$ cat src/rtl/scs_pkg.sv
package scs_pkg;

    typedef enum logic [1:0] {
        SRC_MAIN = 2'b00,
        SRC_DIAG = 2'b01,
        SRC_STEP = 2'b10
    } src_e;

    // Map the raw select code onto a source; the unused code falls back to main.
    function automatic src_e decode_sel(input logic [1:0] sel);
        case (sel)
            2'b01:   return SRC_DIAG;
            2'b10:   return SRC_STEP;
            default: return SRC_MAIN;
        endcase
    endfunction

endpackage

$ cat src/rtl/scs_step_detect.sv
module scs_step_detect #(
    parameter int SYNC_STAGES = 2
) (
    input  logic clk,
    input  logic rst_n,
    input  logic sw_async,
    output logic rise
);
    localparam int LAST = SYNC_STAGES - 1;

    typedef struct packed {
        logic [SYNC_STAGES-1:0] sync;
        logic                   prev;
    } det_t;

    det_t st_d, st_q;

    always_comb begin
        st_d      = st_q;
        st_d.sync = {st_q.sync[SYNC_STAGES-2:0], sw_async};
        st_d.prev = st_q.sync[LAST];
    end

    always_ff @(posedge clk) begin
        if (!rst_n) st_q <= '0;
        else        st_q <= st_d;
    end

    assign rise = st_q.sync[LAST] & ~st_q.prev;

    // a single press never yields two adjacent edges
    p_single_edge_r6: assert property (@(posedge clk) disable iff (!rst_n)
        rise |=> !rise);

endmodule

$ cat src/rtl/scs_maint_latch.sv
module scs_maint_latch (
    input  logic clk,
    input  logic rst_n,
    input  logic sw_a,
    input  logic sw_b,
    output logic enable
);
    logic en_d, en_q;

    always_comb begin
        en_d = sw_a & sw_b;
    end

    always_ff @(posedge clk) begin
        if (!rst_n) en_q <= 1'b0;
        else        en_q <= en_d;
    end

    assign enable = en_q;

    p_set_both_r2: assert property (@(posedge clk) disable iff (!rst_n)
        (sw_a && sw_b) |=> enable);
    p_clear_any_r2: assert property (@(posedge clk) disable iff (!rst_n)
        !(sw_a && sw_b) |=> !enable);

endmodule

$ cat src/rtl/step_clock_select.sv
module step_clock_select
    import scs_pkg::*;
#(
    parameter int SYNC_STAGES = 2
) (
    input  logic       clk,
    input  logic       rst_n,
    input  logic       diag_tick,
    input  logic       step_sw,
    input  logic       maint_sw_a,
    input  logic       maint_sw_b,
    input  logic [1:0] src_sel,
    output logic       cpu_ce,
    output logic       maint_en
);
    typedef struct packed {
        src_e active;
        logic ce;
    } mux_t;

    mux_t st_d, st_q;
    logic step_rise;
    logic maint_q;
    src_e req;

    scs_step_detect #(.SYNC_STAGES(SYNC_STAGES)) i_step (
        .clk      (clk),
        .rst_n    (rst_n),
        .sw_async (step_sw),
        .rise     (step_rise)
    );

    scs_maint_latch i_maint (
        .clk    (clk),
        .rst_n  (rst_n),
        .sw_a   (maint_sw_a),
        .sw_b   (maint_sw_b),
        .enable (maint_q)
    );

    always_comb begin
        req    = maint_q ? decode_sel(src_sel) : SRC_MAIN;
        st_d   = st_q;
        st_d.active = req;
        if (req != st_q.active) begin
            st_d.ce = 1'b0;                 // blank cycle at handover
        end else begin
            case (st_q.active)
                SRC_DIAG: st_d.ce = diag_tick;
                SRC_STEP: st_d.ce = step_rise;
                default:  st_d.ce = 1'b1;
            endcase
        end
    end

    always_ff @(posedge clk) begin
        if (!rst_n) begin
            st_q.active <= SRC_MAIN;
            st_q.ce     <= 1'b0;
        end else begin
            st_q <= st_d;
        end
    end

    assign cpu_ce   = st_q.ce;
    assign maint_en = maint_q;

    p_handover_gap_r8: assert property (@(posedge clk) disable iff (!rst_n)
        (req != st_q.active) |=> !cpu_ce);
    p_no_maint_main_r7: assert property (@(posedge clk) disable iff (!rst_n)
        !maint_q |=> (st_q.active == SRC_MAIN));
    p_step_gated_r6: assert property (@(posedge clk) disable iff (!rst_n)
        (st_q.active == SRC_STEP && !step_rise) |=> !cpu_ce);
    p_diag_gated_r5: assert property (@(posedge clk) disable iff (!rst_n)
        (st_q.active == SRC_DIAG && !diag_tick) |=> !cpu_ce);

endmodule

$ cat config.mk
export PLATFORM = sky130hd
export DESIGN_NAME = step_clock_select
export DESIGN_NICKNAME = d
export VERILOG_FILES = /design/src/rtl/scs_pkg.sv /design/src/rtl/scs_step_detect.sv /design/src/rtl/scs_maint_latch.sv /design/src/rtl/step_clock_select.sv
export SDC_FILE = /design/constraint.sdc
export NUM_CORES = 1
export LEC_CHECK = 0
export ABC_CLOCK_PERIOD_IN_PS = 2360
export BUFFER_PORTS_ARGS = -buffer_cell sky130_fd_sc_hd__buf_2
export CORE_AREA = 2 2 39 41
export DETAILED_ROUTE_END_ITERATION = 6
export DIE_AREA = 0 0 41 43
export SLEW_MARGIN = 20
export SYNTH_ARGS = -nofsm -noshare
export SYNTH_HDL_FRONTEND = slang
export SYNTH_SLANG_ARGS = --single-unit
$ cat constraint.sdc
create_clock -name clk -period 2.36 [get_ports clk]
set_input_delay 0.236 -clock clk [delete_from_list [all_inputs] [get_ports clk]]
set_output_delay 0.236 -clock clk [all_outputs]
set_load 0.01 [all_outputs]
### Word-level counts from Yosys, hierarchy flattened

Index checks and enable logic that the tools add are counted.

| storage, ports and cells | value |
|---|---|
| flip-flop bits (word level) | 7 |
| bits in latches | 0 |
| bits in writable memories | 0 |
| ROM bits | 0 |
| input port bits | 8 |
| output and inout port bits | 2 |
| logic and storage cells | 18 |
| memories kept | 0 |

| cells by class | value |
|---|---|
| add/sub/neg operators | 0 |
| $mul | 0 |
| divide/modulo/power cells | 0 |
| order comparisons | 0 |
| eq/ne operators | 5 |
| shifts and indexed selects | 0 |
| muxes and demuxes | 3 |
| bitwise operators | 4 |
| reductions and logical operators | 1 |

Operator list:

| kind | count |
|---|---|
| 2-bit by 1-bit equality test with 1-bit output (second input constant) | 2 |
| 2-bit equality test (second input constant) | 2 |
| 2-bit one-hot mux with 2 select lines | 1 |
| 1-bit bitwise AND | 2 |
| 2-bit two-way mux | 1 |
| 2-bit inequality test | 1 |
| 1-bit inverter | 2 |
| 1-bit one-hot mux with 2 select lines | 1 |
| 2-bit OR reduction | 1 |

### Depth between registers and ports, before layout

| logic depth | value |
|---|---|
| depth in word-level cells | 5 |
| gate-level depth with buffers | 5 |

### Cells and area by module

A second synthesis with hierarchy kept.

| second synthesis, totals | value |
|---|---|
| cell total of the unflattened synthesis | 28 |
| area total of the unflattened synthesis | 296.5 sq um |

By module, submodules not included:

| module | instances | cells an instance | area each (sq um) |
|---|---|---|---|
| step_clock_select | 1 | 19 | 177.7 |
| scs_step_detect | 1 | 7 | 92.6 |
| scs_maint_latch | 1 | 2 | 26.3 |

### Worst setup path before layout

No wires, ideal clock.

| path | value |
|---|---|
| path type | reg-to-reg |
| from | reg st_q[1] in the netlist's numbering |
| to | reg st_q (netlist bit cpu_ce) |
| arrival time | 0.970 ns |
| data required time | 2.244 ns |
| setup slack | 1.274 ns |
| stages on the path, launching flop included | 6 |
| clock period less this slack | 1.086 ns |
| path through | dfxtp_1 -> inv_1 -> ha_1 -> a21oi_1 -> o21ai_0 -> o211a_1 |

| on the way | value |
|---|---|
| longest elaborated chain between the ends | 2 |
| elaborated cells on any way between the ends | 5 |
| those cells by class | eq/ne: 3; mux: 1; reduce/logical: 1 |

Ends and longest elaborated chain:

| element | line | RTL |
|---|---|---|
| from (decl) | step_clock_select.sv:21 | `mux_t st_d, st_q;` |
| from (signal assigned) | step_clock_select.sv:61 | `st_q <= st_d;` |
| 2-bit equality test (tied with other cells) | step_clock_select.sv:48 | `case (st_q.active)` |
| 1-bit one-hot mux with 2 select lines / 2-bit OR reduction (equally long branches) | n/a |  |

Parallel ways exist; a longest one is shown, timed or not.
A chain may end at the register's enable or synchronous reset.

### Worst setup path after layout

Ends and elaborated chain as after synthesis.

==> run summary <==
==================================================================================================
Status                                                                                finished, final reports clean
Number of setup violations in the final report                                                   0
Total I/O pin count                                                                             10
Number of CTS-inserted buffers                                                                   3
Number of antenna violations at the first check in global routing                                0
H-tree depth                                                                                     1
Post-CTS setup buffer count                                                                      0
Final WL                                                                                    487 um
Detailed-router iteration count before antenna repair                                            3
Buffers from clock root to sink, at most                                                         2
Post-DRT Antenna Nets                                                                            0
Worst path top cell family by delay                                                     flip-flops
Largest clock skew in the final design                                                  0.00174 ns
GR Overflow Total                                                                                0
Internal cell power                                                                         198 uW
Total routing resource utilization after global routing                                     0.0744
Overall Power                                                                               249 uW
Flop pwr share                                                                               0.501
Wire length of the first global-routing pass                                                828 um
Achievable clock frequency                                                               0.848 GHz
Die outline height                                                                           43 um
Top flip-flop cell by instance count after synthesis                                  sky130_fd_sc_hd__dfxtp_1
Hold violation count in the final report                                                         0
Root buffer cell                                                                      sky130_fd_sc_hd__clkbuf_4
Max_cap viols                                                                                    0
Cell Count Post-Placement                                                                       53
Standard-cell row count                                                                         14
Die span in x                                                                                41 um
Data required time at the worst endpoint                                                   2.50 ns
Max Fanout on Critical Path                                                                      5
Mean routed wirelength per cell                                                            8.54 um
Area added between synthesis and finish                                                      31.7%
Delay of the slowest critical-path stage                                                   0.39 ns
Core utilization of the finished layout                                                      0.274
TritonCTS Sinks                                                                                  7
Layout Nets                                                                                     52
Crit path launch type                                                                     register
Final GP Congestion                                                                          0.688
Maximum number of pins on one net before global-route repair                                     7
Share of final-layout standard cells stronger than drive strength 1                          0.317
Synthesized netlist net count                                                                   38
Most common cell in the netlist                                                       sky130_fd_sc_hd__dfxtp_1
Maximum vdd drop                                                                          0.258 mV
Fin Hold WS                                                                               0.195 ns
Sequential area share after synthesis                                                        0.487
Slowest library cell on the worst path                                                sky130_fd_sc_hd__dfxtp_1
Setup repair after global routing missed its margin                                             no
Clock power frac                                                                             0.422
Transition at the pin with the smallest max-transition slack                              0.221 ns
Cells after synthesis                                                                           28
Starting DRC count in detailed routing                                                           1
Yosys top cell area share                                                                    0.487
Number of buffers added to fix hold violations after cts                                         0
Cts repair resizes                                                                               0
Cell type contributing the most total cell area after synthesis                       sky130_fd_sc_hd__dfxtp_1
Buffers & Inverters on Critical Path                                                             1
Final sum of negative setup slack                                                             0 ns
Total count of max-transition violations in the final report                                     0
Via count                                                                                      240
Leakage power                                                                          0.000166 uW
Cell Area, Synth                                                                           288 um2
Clock period minus final worst setup slack                                                 1.18 ns
Comb pwr share                                                                               0.077
Synth cell types                                                                                15
Leading post-synthesis cells by instance count                                        7 x sky130_fd_sc_hd__dfxtp_1, 3 x sky130_fd_sc_hd__and2_1
Worst-path cell chain                                                                 inv_1 > ha_1 > a21oi_1 > o21ai_0 > o211a_1
Normalized max-slew margin                                                                   0.851
Mean post-synth cell area                                                                 10.3 um2
Non-filler cells in the finished layout                                                         57
Warnings from Yosys                                                                              0
Power per cell area                                                                     658 nW/um2
Number of enable-type register cells in the synthesized netlist                                  0
Net switching power of the design                                                          51.2 uW
Clock latency of the later-clocked register in the worst-skew pair                         0.25 ns
Min-Delay Path Class                                                                  input pin to register
Data arrival, critical path                                                                1.32 ns
Number of global-route vias before repair                                                      248
Ranking of synthesized cells by area                                                  sky130_fd_sc_hd__dfxtp_1 49%, sky130_fd_sc_hd__ha_1 8.7%, sky130_fd_sc_hd__and2_1 6.5%
Critical path endpoint category                                                           register
#FFs+latches synth                                                                               7
Input/output buffers                                                                             9
Share of the clock period used by the worst path after layout                                0.499
TritonCTS clock tree                                                                           yes
Clock transition time at the flip-flop clock pins of the worst setup and hold paths        0.05 ns
Initial Utilization                                                                          0.208
Async SR Flop Fraction                                                                           0
Type of the setup path with the least slack                                           register to register
Switching share of power                                                                     0.205
Placeable core region                                                                     1380 um2
Via density                                                                                   4.21
Drt drc                                                                                          0
Hpwl dp                                                                                     367 um
Die ar.                                                                                   1760 um2
Total inserted antenna cells                                                                     0
==================================================================================================
flip-flops by register name, indices dropped and copies added, names as in the netlist:
register and count:
cpu_ce 1, i_step.st_q 1, i_maint.enable 1, st_q 2, i_step.st_d 2
final timing paths:
path                  start        endpoint  slack, ns  depth (start not counted)
min reg2reg  i_step.st_d[2]  i_step.st_d[0]       0.44                          1
min                 step_sw  i_step.st_d[2]       0.19                          2
max reg2reg         st_q[1]          cpu_ce       1.18                          5
max                 st_q[1]          cpu_ce       1.18                          5
cell families after synthesis:
kind of cell	after synthesis	share of synthesized area
and+or+nand+nor	11	0.243
buffers and inverters	2	0.0261
DFF	7	0.487
adders and majority gates	2	0.0869
AOI/OAI and AO/OA	6	0.157
through the flow:
step                setup slack [ns]  area [um2]
global placement                1.21         353
CTS                             1.17         379
finish                          1.18         379
detailed placement              1.18         353
global route                    1.08         379
floorplan                       1.27         288
power groups by stage:
| stage | Clock [uW] | Combinational, uW | Sequential (uW) |
|---|---|---|---|
| final | 105 | 19.3 | 125 |
| after global routing | 114 | 21.3 | 125 |
| after CTS | 111 | 19.7 | 125 |
| after detailed placement | 0 | 19.4 | 127 |
| after global placement | 0 | 19.2 | 127 |
| after floorplan | 0 | 7.43 | 128 |
per-layer routing:
metal | vias to the layer above | wire length (um) | track usage
li1 | 126 | - | -
met1 | 108 | 190 | 0.0647
met2 | 6 | 274 | 0.113
met3 | 0 | 22 | 0.0157
met4 | 0 | 0 | 0.100
met5 | - | 0 | 0
final cells by class:
class	count	area, um2
fillers	151	1000
inverters	2	7.51
well taps	16	20.0
multi-input cells	19	140
clock buffers	4	26.3
flip-flops and latches	7	140
repair buffers	9	45.0
cell usage in the layout, fill, tap and decap left out, drive strengths merged:
master | Yosys | layout
clkbuf | 0 | 4
inv | 2 | 2
nand4b | 1 | 1
o2bb2ai | 1 | 1
dfxtp | 7 | 7
nand2 | 2 | 2
o211a | 1 | 1
ha | 2 | 2
and3 | 1 | 1
and2 | 3 | 3
o21ai | 2 | 2
a32o | 1 | 1
nor4bb | 1 | 1
nor3b | 2 | 2
nor2 | 1 | 1
a21oi | 1 | 1
buf | 0 | 9
Power figures use the tool's default switching activity.
